==> config.mk <==
export PLATFORM = sky130hd
export DESIGN_NAME = dma_run_ctrl
export DESIGN_NICKNAME = d
export VERILOG_FILES = /design/src/rtl/dma_rc_pkg.sv /design/src/rtl/dma_rc_control.sv /design/src/rtl/dma_rc_datapath.sv /design/src/rtl/dma_run_ctrl.sv
export SDC_FILE = /design/constraint.sdc
export NUM_CORES = 1
export LEC_CHECK = 0
export BUFFER_PORTS_ARGS = -buffer_cell sky130_fd_sc_hd__buf_2
export CAP_MARGIN = 20
export CELL_PAD_IN_SITES_DETAIL_PLACEMENT = 1
export CELL_PAD_IN_SITES_GLOBAL_PLACEMENT = 2
export CORE_ASPECT_RATIO = 1.4
export CORE_MARGIN = 3
export CORE_UTILIZATION = 27
export CTS_CLUSTER_SIZE = 20
export DETAILED_ROUTE_END_ITERATION = 7
export PLACE_DENSITY_LB_ADDON = 0.1
export SLEW_MARGIN = 5
export SYNTH_ARGS = -nofsm -noshare
export SYNTH_HDL_FRONTEND = slang
export SYNTH_SLANG_ARGS = --single-unit
export TNS_END_PERCENT = 100
==> constraint.sdc <==
create_clock -name clk -period 2.9 [get_ports clk]
set_clock_uncertainty 0.05 [all_clocks]
set_input_delay 0.29 -clock clk [delete_from_list [all_inputs] [get_ports clk]]
set_output_delay 0.29 -clock clk [all_outputs]
set_load 0.02 [all_outputs]
==> src/rtl/dma_rc_pkg.sv <==
package dma_rc_pkg;

  typedef enum logic [1:0] {
    ST_OFF  = 2'd0,
    ST_RUN  = 2'd1,
    ST_HOLD = 2'd2
  } runState_t;

  localparam logic [1:0] STATUS_FAULT = 2'd3;

  // Strobes from the control FSM to the register/datapath side.
  typedef struct packed {
    logic clrEnable;
    logic clrCont;
    logic latchErr;
    logic clrErr;
    logic seed;
    logic advance;
    logic done;
    logic pause;
  } ctlStrobe_t;

endpackage

==> src/rtl/dma_rc_control.sv <==
module dma_rc_control
  import dma_rc_pkg::*;
#(
  parameter int CMD_W     = 2,
  parameter int HALT_CODE = 1,
  parameter int STOP_CODE = 2
) (
  input  logic             clk,
  input  logic             rstN,
  input  logic             ctlWrEn,
  input  logic             ctlEnVal,
  input  logic             ctlWrMode,
  input  logic             ctlContVal,
  input  logic             ctlFromStartVal,
  input  logic             enQ,
  input  logic             contQ,
  input  logic             fromStartQ,
  input  logic             errQ,
  input  logic             fetchAck,
  input  logic             cplValid,
  input  logic [CMD_W-1:0] cplCmd,
  input  logic             cplRegMode,
  input  logic             cplErr,
  output runState_t        stateQ,
  output logic             fetchReq,
  output ctlStrobe_t       stb
);

  localparam logic [CMD_W-1:0] CmdHalt = CMD_W'(HALT_CODE);
  localparam logic [CMD_W-1:0] CmdStop = CMD_W'(STOP_CODE);

  typedef enum logic {PH_IDLE = 1'b0, PH_BUSY = 1'b1} phase_t;

  phase_t    phaseQ, phaseN;
  runState_t stateN;

  // Effective control values: what the registers hold after this write.
  logic effEn, effCont, effFromStart, anyWr;
  logic isHalt, isStop;

  assign effEn        = ctlWrEn   ? ctlEnVal        : enQ;
  assign effCont      = ctlWrMode ? ctlContVal      : contQ;
  assign effFromStart = ctlWrMode ? ctlFromStartVal : fromStartQ;
  assign anyWr        = ctlWrEn | ctlWrMode;

  assign isHalt = (cplCmd == CmdHalt);
  assign isStop = (cplCmd == CmdStop);

  assign fetchReq = (stateQ == ST_RUN) && !errQ && (phaseQ == PH_IDLE);

  always_comb begin
    stb    = '0;
    stateN = stateQ;
    phaseN = phaseQ;

    if (fetchReq && fetchAck) begin
      phaseN = PH_BUSY;
    end

    if (phaseQ == PH_BUSY && cplValid) begin
      phaseN = PH_IDLE;
      if (cplErr) begin
        stb.latchErr  = 1'b1;
        stb.clrEnable = 1'b1;
        stateN        = ST_OFF;
      end else begin
        if (!isHalt) begin
          stb.done    = 1'b1;
          stb.advance = 1'b1;
        end
        if (cplRegMode || isStop) begin
          stb.clrEnable = 1'b1;
          stateN        = ST_OFF;
        end
        if (isHalt) begin
          stb.pause = 1'b1;
          stateN    = ST_HOLD;
        end
      end
    end else if (anyWr) begin
      if (effEn) begin
        stb.clrErr = 1'b1;
        if (stateQ == ST_HOLD && effCont) begin
          if (effFromStart) stb.seed    = 1'b1;
          else              stb.advance = 1'b1;
          stb.clrCont = 1'b1;
          stateN      = ST_RUN;
        end else if (stateQ == ST_OFF) begin
          stb.seed = 1'b1;
          stateN   = ST_RUN;
        end
      end else if (stateQ == ST_HOLD && effCont) begin
        stateN = ST_OFF;
      end
    end
  end

  always_ff @(posedge clk) begin
    if (!rstN) begin
      stateQ <= ST_OFF;
      phaseQ <= PH_IDLE;
    end else begin
      stateQ <= stateN;
      phaseQ <= phaseN;
    end
  end

endmodule

==> src/rtl/dma_rc_datapath.sv <==
module dma_rc_datapath
  import dma_rc_pkg::*;
(
  input  logic       clk,
  input  logic       rstN,
  input  logic       ctlWrEn,
  input  logic       ctlEnVal,
  input  logic       ctlWrMode,
  input  logic       ctlContVal,
  input  logic       ctlFromStartVal,
  input  ctlStrobe_t stb,
  input  runState_t  stateQ,
  output logic       enQ,
  output logic       contQ,
  output logic       fromStartQ,
  output logic       errQ,
  output logic [1:0] status,
  output logic       ptrSeed,
  output logic       ptrAdvance,
  output logic       doneEvt,
  output logic       pauseEvt
);

  // Control bits held for software.
  always_ff @(posedge clk) begin
    if (!rstN) begin
      enQ        <= 1'b0;
      contQ      <= 1'b0;
      fromStartQ <= 1'b0;
    end else begin
      if (stb.clrEnable)  enQ <= 1'b0;
      else if (ctlWrEn)   enQ <= ctlEnVal;

      if (stb.clrCont)    contQ <= 1'b0;
      else if (ctlWrMode) contQ <= ctlContVal;

      if (ctlWrMode)      fromStartQ <= ctlFromStartVal;
    end
  end

  // Error latch: a new fault wins over a clear in the same cycle.
  always_ff @(posedge clk) begin
    if (!rstN)             errQ <= 1'b0;
    else if (stb.latchErr) errQ <= 1'b1;
    else if (stb.clrErr)   errQ <= 1'b0;
  end

  // Registered one-cycle pulses toward pointer logic and interrupts.
  always_ff @(posedge clk) begin
    if (!rstN) begin
      ptrSeed    <= 1'b0;
      ptrAdvance <= 1'b0;
      doneEvt    <= 1'b0;
      pauseEvt   <= 1'b0;
    end else begin
      ptrSeed    <= stb.seed;
      ptrAdvance <= stb.advance;
      doneEvt    <= stb.done;
      pauseEvt   <= stb.pause;
    end
  end

  assign status = errQ ? STATUS_FAULT : stateQ;

endmodule

==> src/rtl/dma_run_ctrl.sv <==
module dma_run_ctrl
  import dma_rc_pkg::*;
#(
  parameter int CMD_W     = 2,
  parameter int HALT_CODE = 1,
  parameter int STOP_CODE = 2
) (
  input  logic             clk,
  input  logic             rstN,
  input  logic             ctlWrEn,
  input  logic             ctlEnVal,
  input  logic             ctlWrMode,
  input  logic             ctlContVal,
  input  logic             ctlFromStartVal,
  output logic             fetchReq,
  input  logic             fetchAck,
  input  logic             cplValid,
  input  logic [CMD_W-1:0] cplCmd,
  input  logic             cplRegMode,
  input  logic             cplErr,
  output logic [1:0]       status,
  output logic             enableOut,
  output logic             contOut,
  output logic             ptrSeed,
  output logic             ptrAdvance,
  output logic             doneEvt,
  output logic             pauseEvt
);

  ctlStrobe_t stb;
  runState_t  stateQ;
  logic       enQ, contQ, fromStartQ, errQ;

  dma_rc_control #(
    .CMD_W    (CMD_W),
    .HALT_CODE(HALT_CODE),
    .STOP_CODE(STOP_CODE)
  ) i_control (
    .clk            (clk),
    .rstN           (rstN),
    .ctlWrEn        (ctlWrEn),
    .ctlEnVal       (ctlEnVal),
    .ctlWrMode      (ctlWrMode),
    .ctlContVal     (ctlContVal),
    .ctlFromStartVal(ctlFromStartVal),
    .enQ            (enQ),
    .contQ          (contQ),
    .fromStartQ     (fromStartQ),
    .errQ           (errQ),
    .fetchAck       (fetchAck),
    .cplValid       (cplValid),
    .cplCmd         (cplCmd),
    .cplRegMode     (cplRegMode),
    .cplErr         (cplErr),
    .stateQ         (stateQ),
    .fetchReq       (fetchReq),
    .stb            (stb)
  );

  dma_rc_datapath i_datapath (
    .clk            (clk),
    .rstN           (rstN),
    .ctlWrEn        (ctlWrEn),
    .ctlEnVal       (ctlEnVal),
    .ctlWrMode      (ctlWrMode),
    .ctlContVal     (ctlContVal),
    .ctlFromStartVal(ctlFromStartVal),
    .stb            (stb),
    .stateQ         (stateQ),
    .enQ            (enQ),
    .contQ          (contQ),
    .fromStartQ     (fromStartQ),
    .errQ           (errQ),
    .status         (status),
    .ptrSeed        (ptrSeed),
    .ptrAdvance     (ptrAdvance),
    .doneEvt        (doneEvt),
    .pauseEvt       (pauseEvt)
  );

  assign enableOut = enQ;
  assign contOut   = contQ;

endmodule

==> summary.txt, run 1 <==
STA
  – Slew Limit Fails: 0
  – Tmin final: 1.59 ns
  – Fin crit share: 0.547
  – RSZ-0062 raised after global routing: no
  – Setup TNS: 0 ns
  – Final hold vios: 0
  – Final setup fails: 0
  – Worst slew pin tran: 0.296 ns
  – Worst setup margin: 1.31 ns
  – Slew margin rel.: 0.801
  – Highest clock rate: 630 MHz

Cells and area
  – Largest reg by FF count: i_control.stateQ
  – Layout Cell Area excl Fill: 696 um^2
  – Final Net Count: 98
  – Area grow syn2layout: 29.0%
  – Fin cells: 104
  – Antenna diode count: 0
  – Max reg flops: 2
  – Share of layout cells above drive strength 1: 0.381

Setup path
  – CP top delay family: simple AND/OR/NAND/NOR gates
  – R2r startpoint: i_control.stateQ[1]
  – Worst path slowest cell: dfxtp_1
  – Max stage delay on crit path: 0.36 ns
  – Setup crit end kind: output port
  – Critical path depth: 3
  – Worst Path Buf+Inv: 1
  – Worst setup path class: reg -> out
  – CP required: 2.56 ns
  – Critical path peak fanout: 6
  – Startpoint types: register
  – FF-to-FF setup slack: 1.68 ns
  – CP startpoint: i_control.stateQ[1]
  – Crit path cell chain: or2_1, nor3b_2, buf_2
  – Crit path DAT: 1.25 ns
  – Reg2reg path depth: 4

GRT
  – First-pass GRT wire length: 2330 um
  – Vias in the first global route: 543
  – Global route overflow: 0
  – Initial antenna violation count: 0
  – Largest net degree at the start of global routing: 8
  – Overall Global Routing Usage: 0.121

Synth
  – Synth async-reset ratio: 0
  – Distinct cells, synth: 29
  – Syn Inst Count: 59
  – Top FF cell, synth: dfxtp_1
  – Post-synth top area share: 0.408
  – Syn Nets: 72
  – Top post-synthesis cells by count: 11 x dfxtp_1, 4 x a21oi_1, 4 x nand2_1, 4 x nor2_1, 4 x nor2b_1
  – Number of flops mapped to enable cells by yosys: 0
  – Warning count from the yosys run: 0
  – Mapped cell area: 539 um^2
  – Count leader, synth: dfxtp_1
  – Post-synth top area cell: dfxtp_1
  – Synth top area cells: dfxtp_1 41%, nor2b_1 4.6%, a21boi_2 4.2%
  – Seq cells post-synth: 11
  – Synth Area per Inst: 9.14 um^2
  – Seq/Total Area, Yosys: 0.408

Placement
  – Final GP Congestion: 0.669
  – Post-DP Area: 669 um^2
  – Port Buffers: 21
  – DP Worst Slack: 1.61 ns
  – Detail Placement HPWL: 1070 um
  – Inst Count DP: 100

CTS
  – TritonCTS clock tree: done
  – Worst-skew pair later-pin latency: 0.27 ns
  – Number of buffers created by CTS: 3
  – Hold buffer count at CTS: 0
  – Post_cts resized: 0
  – Post-CTS setup buffer count: 0
  – Clock Sinks: 11
  – H-tree lvl count: 1
  – Clock Tree Root: clkbuf_4
  – Clock buffer depth: 2
  – Clk slew on worst S/H paths: 0.07 ns

Detailed routing
  – Initial DRC count: 1
  – ANT nets after route: 0
  – DRC viols: 0
  – Avg WL per Cell: 12.5 um
  – Via count: 523
  – Final wirelength: 1300 um
  – Via/cell ratio: 5.03
  – Detailed-router iteration count before antenna repair: 3

Floorplan
  – Std-Cell Rows: 18
  – Number of I/O pins: 22
  – Die ar.: 0.00258 mm^2
  – Initial Util: 0.296
  – Core Footprint: 0.00182 mm^2
  – Die width: 43.8 um
  – Die Ht: 58.9 um

Pwr
  – Design Power: 0.306 mW
  – PwrDens: 440 mW/mm^2
  – Max IR drop VDD: 0.000213 V
  – Pleak: 0.327 nW

Outcome
  – Status: finished, final reports clean

Hold path
  – Hold_sp: cplErr
  – Hold/Removal Path Class: in -> reg
  – Hold path depth: 2

Run
  – Max_cap viols: 0
## cells in the final DEF (no fill, tap or decap), types with 2 or more instances in the layout
cell type,n
clkbuf_4,3
buf_2,21
a21oi_1,4
o21ai_0,2
inv_1,3
nand3b_1,2
nor3b_1,2
nor3_1,3
nor2b_1,4
a21boi_2,2
dfxtp_1,11
nor2_1,4
nand2_1,4
## stage by stage
| step | util | hold slack (ns) |
|---|---|---|
| 3_3_place_gp | 0.367 | 0.467 |
| 2_1_floorplan | - | 0.319 |
| 6_report | 0.381 | 0.195 |
| 4_1_cts | 0.381 | 0.188 |
| 3_5_place_dp | 0.367 | 0.477 |
| 5_1_grt | 0.381 | 0.215 |
## metal layers
layer  GRT usage  wire length (um)  vias up
met5           0                 0        -
met1       0.148               561      232
met2       0.192               625       19
met4      0.0776                30        0
met3      0.0183                86        5
li1            -                 -      267
## path summary, 6_finish.rpt
kind,to
worst max-delay path,fetchReq
worst min-delay path,i_datapath.pauseEvt
worst max register to register,i_control.stateQ[0]
worst min register to register,i_datapath.fromStartQ
## cells by family after synthesis
| group | after synthesis | share of synthesized area |
|---|---|---|
| flip-flops | 11 | 0.408 |
| buffers and inverters | 3 | 0.0209 |
| AO/OA/AOI/OAI | 17 | 0.244 |
| AND/OR/NAND/NOR | 27 | 0.309 |
| multiplexers | 1 | 0.0186 |
## where the power goes
group / internal, mW / switching (mW)
sequential: 0.155 / 0.00388
combinational: 0.0194 / 0.0247
clock: 0.0532 / 0.0496
## cell type report
type	count	area [um^2]
Fill cell	229	1130
Clock buffer	4	26.3
Multi-Input combinational cell	45	308
Sequential cell	11	220
Inverter	3	11.3
Timing Repair Buffer	21	105
Tap cell	20	25.0
## worst register-to-register path: cells and delay by family (launching register included)
kind / cells / cell delay (ns)
compound gates: 3 / 0.47
flops: 1 / 0.43
simple gates: 1 / 0.22
Power figures use the tool's default switching activity.
==> run 2: changes to the inputs <==
ABC_AREA = 1   (was unset)
CORE_UTILIZATION = 20   (was 27)
clock period = 1.34 ns   (was 2.9 ns; I/O delays follow)
==> run 2 against run 1 <==
Compared with the run above: hold slack worse by 0.14 ns; critical path type unchanged; wire length grew 17%; non-clock buffer count grew 3; total power grew to 2.6 times the previous value; largest cell class unchanged; synthesized cell count increased by 34%; register-to-register slack lost 1.6 ns; synthesized area grew 0.23%; highest routed layer unchanged; critical path depth increased by 1.
==> summary.txt, run 2 <==
Synth
  – Synth top area cells: dfxtp_1 41%, nand2_1 12%, inv_1 9.0%
  – Top FF cell, synth: dfxtp_1
  – Top post-synthesis cells by count: 17 x nand2_1, 13 x inv_1, 11 x dfxtp_1
  – Count leader, synth: nand2_1
  – Post-synth top area share: 0.407 (-0.000945)
  – Mapped cell area: 541 um^2 (+0.23%)
  – Distinct cells, synth: 17 (-41%)
  – Synth Area per Inst: 6.84 um^2 (-25%)
  – Post-synth top area cell: dfxtp_1
  – Number of flops mapped to enable cells by yosys: 0 (unchanged)
  – Warning count from the yosys run: 0 (unchanged)
  – Syn Inst Count: 79 (+34%)
  – Seq cells post-synth: 11 (unchanged)
  – Synth async-reset ratio: 0 (unchanged)
  – Seq/Total Area, Yosys: 0.407 (-0.000945)
  – Syn Nets: 92 (+28%)

Cells and area
  – Area of the multi-input gates: 277 um^2 (-10%)
  – Most frequent cells in the layout: 20 x buf_2, 16 x nand2_1, 11 x inv_1
  – Area grow syn2layout: 40.3%
  – Most common cell after layout, fill and taps aside: buf_2
  – Antenna diode count: 0 (unchanged)
  – Max reg flops: 2 (unchanged)
  – Storage element area: 223 um^2 (+1.1%)
  – Share of layout cells above drive strength 1: 0.449 (+0.0676)
  – Fillers: 329 (+44%)
  – Largest reg by FF count: i_control.stateQ
  – Final Net Count: 121 (+23%)

Placement
  – Detail Placement HPWL: 1270 um (+19%)
  – DP Worst Slack: 0.0769 ns (-1.54 ns)
  – Final GP Congestion: 0.762 (+14%)
  – Port Buffers: 21 (unchanged)

Detailed routing
  – Via/cell ratio: 4.18 (-17%)
  – Via count: 589 (+13%)
  – ANT nets after route: 0 (unchanged)
  – Avg WL per Cell: 10.8 um (-14%)
  – Detailed-router iteration count before antenna repair: 3 (unchanged)
  – Final wirelength: 1520 um (+17%)
  – DRC viols: 0 (unchanged)
  – Initial DRC count: 9 (+8)

Run
  – Max_cap viols: 0 (unchanged)

Pwr
  – Max IR drop VDD: 0.000359 V (+69%)
  – PwrDens: 1040 mW/mm^2 (+140%)
  – Pleak: 0.405 nW (+24%)

STA
  – Final hold vios: 0 (unchanged)
  – Fin crit share: 0.952
  – Setup TNS: 0 ns (unchanged)
  – RSZ-0062 raised after global routing: no
  – Slew Limit Fails: 0 (unchanged)
  – Highest clock rate: 784 MHz
  – Slew margin rel.: 0.827 (+0.0262)
  – Tmin final: 1.28 ns
  – Worst setup margin: 0.0638 ns (-1.25 ns)
  – Final setup fails: 0 (unchanged)
  – Worst slew pin tran: 0.259 ns (-0.0372 ns)

CTS
  – H-tree lvl count: 1 (unchanged)
  – TritonCTS clock tree: done
  – Clock Tree Root: clkbuf_4
  – Clk slew on worst S/H paths: 0.07 ns (about the same)
  – Worst-skew pair later-pin latency: 0.27 ns (about the same)
  – Clock buffer depth: 2 (unchanged)
  – Number of buffers created by CTS: 3 (unchanged)
  – Clock Sinks: 11 (unchanged)

GRT
  – Global route overflow: 0 (unchanged)
  – Initial antenna violation count: 0 (unchanged)
  – Overall Global Routing Usage: 0.106 (-0.0149)
  – First-pass GRT wire length: 2570 um (+10%)
  – Vias in the first global route: 595 (+9.6%)
  – Largest net degree at the start of global routing: 7 (-1)

Floorplan
  – Number of I/O pins: 22 (unchanged)
  – Die ar.: 0.00337 mm^2 (+31%)
  – Die width: 49.9 um (+14%)
  – Initial Util: 0.217 (-0.0791)
  – Std-Cell Rows: 21 (+3)
  – Die Ht: 67.5 um (+15%)
  – Core Footprint: 0.00250 mm^2 (+37%)

Setup path
  – CP top delay family: flip-flops
  – Crit path DAT: 1.09 ns (-0.16 ns)
  – Worst setup path class: reg -> out
  – Crit path cell chain: inv_2, nand2_2, nor3_2, buf_4
  – Worst path slowest cell: dfxtp_2
  – Startpoint types: register
  – Worst Path Buf+Inv: 2 (+1)
  – Setup crit end kind: output port
  – CP required: 1.16 ns (-1.40 ns)
  – FF-to-FF setup slack: 0.11 ns (-1.57 ns)
  – Critical path peak fanout: 3 (-3)
  – Max stage delay on crit path: 0.33 ns (-0.03 ns)

Outcome
  – Status: finished, final reports clean

Hold path
  – Hold/Removal Path Class: in -> reg
run 2: cell types whose count changed in the layout (fill, tap and decap cells not counted), moves of 3 or more:
cell     delta
buf_4       +4
nor2_1      +4
nand2_2     +7
inv_1       +8
nand3_1     +6
inv_2       +3
nand2_1    +12
nor2b_1     -4
nor2_2      +5
run 2: cells by family (layout without fill, tap and decap cells):
group	after synthesis	in the layout	synth area share
and+or+nand+nor	45	45	0.384
AOI/OAI and AO/OA	7	7	0.0857
DFF	11	11	0.407
muxes	1	1	0.0185
buffers and inverters	15	43	0.104
run 2: worst paths after layout:
kind | from | endpoint | depth (start not counted)
hold reg to reg | i_control.phaseQ | i_control.phaseQ | 2
hold / removal | fetchAck | i_control.phaseQ | 3
setup reg to reg | i_control.phaseQ | i_control.stateQ[1] | 10
setup / recovery | i_control.stateQ[1] | fetchReq | 4
run 2: through the flow:
step                hold WS (ns)  std cells  power [mW]  cell area, um^2  utilization
floorplan                  0.210         79       0.487              546            -
global placement           0.360        135       0.559              701        0.281
CTS                       0.0684        139       0.796              732        0.293
global route              0.0701        141       0.855              758        0.304
detailed placement         0.360        135       0.557              701        0.281
finish                    0.0568        141       0.790              758        0.304
run 2: cell type report:
cell class / instances / area share
Multi-Input combinational cell: 53 / 0.365
Timing Repair Buffer: 24 / 0.172
Tap cell: 34 / 0.0561
Clock buffer: 4 / 0.0347
Sequential cell: 11 / 0.294
Inverter: 15 / 0.0792
run 2: layer usage:
layer | vias up | global-route usage | part of all wire
met5 | - | 0 | 0
met2 | 17 | 0.200 | 0.53
met1 | 269 | 0.103 | 0.40
met3 | 5 | 0.0199 | 0.045
li1 | 298 | - | -
met4 | 0 | 0.0727 | 0.029
run 2: report_power, final:
group / switching, mW / internal (mW)
Sequential: 0.0109 / 0.347
Combinational: 0.127 / 0.0772
Clock: 0.113 / 0.115
run 2: repair_timing:
item                       in CTS  in global routing
setup endpoints to repair       2                  6
buffers inserted                0                  2
pin swaps                       0                  2
hold buffers                    0                  0
gates resized for setup         2                  7
run 2: tightest hold or removal path, stage by stage:
cell and delay [ns]:
buf_2 0.10, nand2_1 0.06, a211oi_2 0.05
==> run 3: changes to the inputs <==
RECOVER_POWER = 25   (was unset)
REMOVE_ABC_BUFFERS = 1   (was unset)
==> run 3 against run 2 <==
Compared with the run above: maximum frequency fell by 0.80%; sequential power barely moved; via count down 1.2%; critical path depth up 1; clock-buffer cell count is the same; combinational power rose by 9%; final cell count fell by 0.71%; utilization grew 0.60 points; global-route usage is 0.32 points higher; setup slack got worse by 0.010 ns; sequential share of layout area down 0.57 points; critical path type unchanged.
==> summary.txt, run 3 (same netlist as run 2, synthesis figures left out) <==
STA
  – Tmin final: 1.29 ns (+0.0103 ns)
  – Highest clock rate: 777 MHz (-0.80%)
  – Final setup fails: 0 (unchanged)
  – Worst slew pin tran: 0.245 ns (-0.0138 ns)
  – Slew margin rel.: 0.836 (+0.00922)
  – WHS: 0.0643 ns (+0.00753 ns)
  – Final hold vios: 0 (unchanged)
  – Slew Limit Fails: 0 (unchanged)
  – Fin crit share: 0.960 (+0.00771)
  – RSZ-0062 raised after global routing: yes

GRT
  – Largest net degree at the start of global routing: 7 (unchanged)
  – Global route overflow: 0 (unchanged)
  – Vias in the first global route: 639 (+7.4%)
  – Initial antenna violation count: 0 (unchanged)
  – Grt met3 use: 0.0221 (+0.00221)
  – Grt met2 use: 0.210 (+0.00993)
  – Overall Global Routing Usage: 0.109 (+0.00325)
  – GR Layer Usage met1: 0.103 (unchanged)
  – Top Usage Layer GRT: met2
  – First-pass GRT wire length: 2690 um (+4.9%)

Pwr
  – Design Power: 0.813 mW (+2.8%)
  – Pleak: 0.407 nW (+0.34%)
  – Switching share of power: 0.322 (+0.00417)
  – Sequential power share: 0.443 (-0.009)
  – PwrDens: 1050 mW/mm^2 (+0.82%)
  – Clk pwr share: 0.282 (-0.007)
  – Internal power: 0.551 mW (+2.2%)
  – Max IR drop VDD: 0.000320 V (-11%)
  – Combinational share of power: 0.275 (+0.017)
  – Switching power: 0.262 mW (+4.2%)

Cells and area
  – Max reg flops: 2 (unchanged)
  – Area grow syn2layout: 43.1%
  – Antenna diode count: 0 (unchanged)
  – Layout Cell Area excl Fill: 773 um^2 (+2.0%)
  – Most common cell after layout, fill and taps aside: buf_2
  – Final Net Count: 120 (-0.83%)
  – Largest reg by FF count: i_control.stateQ
  – Most frequent cells in the layout: 20 x buf_2, 16 x nand2_1, 11 x inv_1
  – Fin cells: 140 (-0.71%)
  – Share of layout cells above drive strength 1: 0.443 (-0.00520)

Floorplan
  – Std-Cell Rows: 21 (unchanged)
  – Core Footprint: 0.00250 mm^2 (unchanged)
  – Die width: 49.9 um (unchanged)
  – Initial Util: 0.217 (unchanged)
  – Die ar.: 0.00337 mm^2 (unchanged)
  – Number of I/O pins: 22 (unchanged)
  – Die Ht: 67.5 um (unchanged)

Setup path
  – CP startpoint: i_control.stateQ[1]
  – Worst setup path class: reg -> out
  – Critical path peak fanout: 2 (-1)
  – Setup crit end kind: output port
  – R2R Path End: i_control.stateQ[1]
  – Startpoint types: register
  – CP required: 1.16 ns (about the same)
  – Crit path DAT: 1.10 ns (about the same)
  – R2r startpoint: i_control.phaseQ
  – Reg2reg path depth: 9 (-1)
  – FF-to-FF setup slack: 0.14 ns (+0.03 ns)
  – Critical Path Sink: fetchReq

CTS
  – H-tree lvl count: 1 (unchanged)
  – Hold buffer count at CTS: 0 (unchanged)
  – Clock Sinks: 11 (unchanged)
  – Clock buffer depth: 2 (unchanged)
  – Clk slew on worst S/H paths: 0.07 ns (about the same)
  – Clock Tree Root: clkbuf_4
  – TritonCTS clock tree: done
  – Number of buffers created by CTS: 3 (unchanged)
  – Worst-skew pair later-pin latency: 0.27 ns (about the same)

Detailed routing
  – DRC viols: 0 (unchanged)
  – Via count: 582 (-1.2%)
  – Initial DRC count: 2 (-7)
  – Detailed-router iteration count before antenna repair: 2 (-1)
  – Avg WL per Cell: 10.9 um (+1.4%)
  – Final wirelength: 1530 um (+0.66%)
  – Via/cell ratio: 4.16 (-0.48%)
  – ANT nets after route: 0 (unchanged)

Placement
  – Detail Placement HPWL: 1290 um (+1.3%)
  – Port Buffers: 21 (unchanged)
  – Post-DP Area: 696 um^2 (-0.71%)
  – Final GP Congestion: 0.721 (-5.4%)
  – Inst Count DP: 135 (unchanged)

Hold path
  – Hold/Removal Path Class: in -> reg

Outcome
  – Status: finished, final reports clean

Run
  – Max_cap viols: 0 (unchanged)
==> run 3: per-layer routing <==
metal  vias up  part of all wire
met5         -                 0
met4         0             0.020
met3         4             0.048
met2        17              0.54
met1       263              0.39
li1        298                 -
==> run 3: worst max-delay path, stage by stage (launching register included) <==
cell,delay [ns]
dfxtp_2,0.33
inv_2,0.06
buf_6,0.10
nand2_4,0.06
nor3_4,0.14
buf_6,0.14
==> run 3: cell type report <==
cell class	count	area, um^2
Sequential cell	11	223
Fill cell	336	1720
Multi-Input combinational cell	53	293
Inverter	15	58.8
Clock buffer	4	26.3
Timing Repair Buffer	23	130
Tap cell	34	42.5
==> run 3: worst min path at each step <==
stage,from,to,depth (start not counted)
after floorplan,rstN,i_datapath.errQ,2
after global placement,fetchAck,i_control.phaseQ,3
after detailed placement,fetchAck,i_control.phaseQ,3
after CTS,fetchAck,i_control.phaseQ,3
after global routing,fetchAck,i_control.phaseQ,3
final,fetchAck,i_control.phaseQ,3
==> run 3: per-stage QoR <==
stage / setup slack (ns) / utilization / setup TNS (ns)
after floorplan: -0.166 / - / -0.166
after global placement: -0.0618 / 0.279 / -0.0618
after detailed placement: -0.0310 / 0.279 / -0.0310
after CTS: -0.0119 / 0.308 / -0.0119
after global routing: -0.0147 / 0.310 / -0.0147
final: 0.0534 / 0.310 / 0
==> run 3: power groups by stage <==
| stage | Combinational, mW | Sequential, mW | Clock (mW) |
|---|---|---|---|
| 3_3_place_gp | 0.195 | 0.363 | 0 |
| 2_1_floorplan | 0.115 | 0.369 | 0 |
| 4_1_cts | 0.227 | 0.359 | 0.239 |
| 6_report | 0.223 | 0.360 | 0.229 |
| 5_1_grt | 0.251 | 0.363 | 0.256 |
| 3_5_place_dp | 0.195 | 0.364 | 0 |
==> run 3: timing repair <==
| action | 4_1_cts | 5_1_grt |
|---|---|---|
| pin swaps | 1 | 1 |
| resized for setup | 12 | 4 |
| setup buffers | 1 | 0 |
| setup endpoints to repair | 2 | 4 |
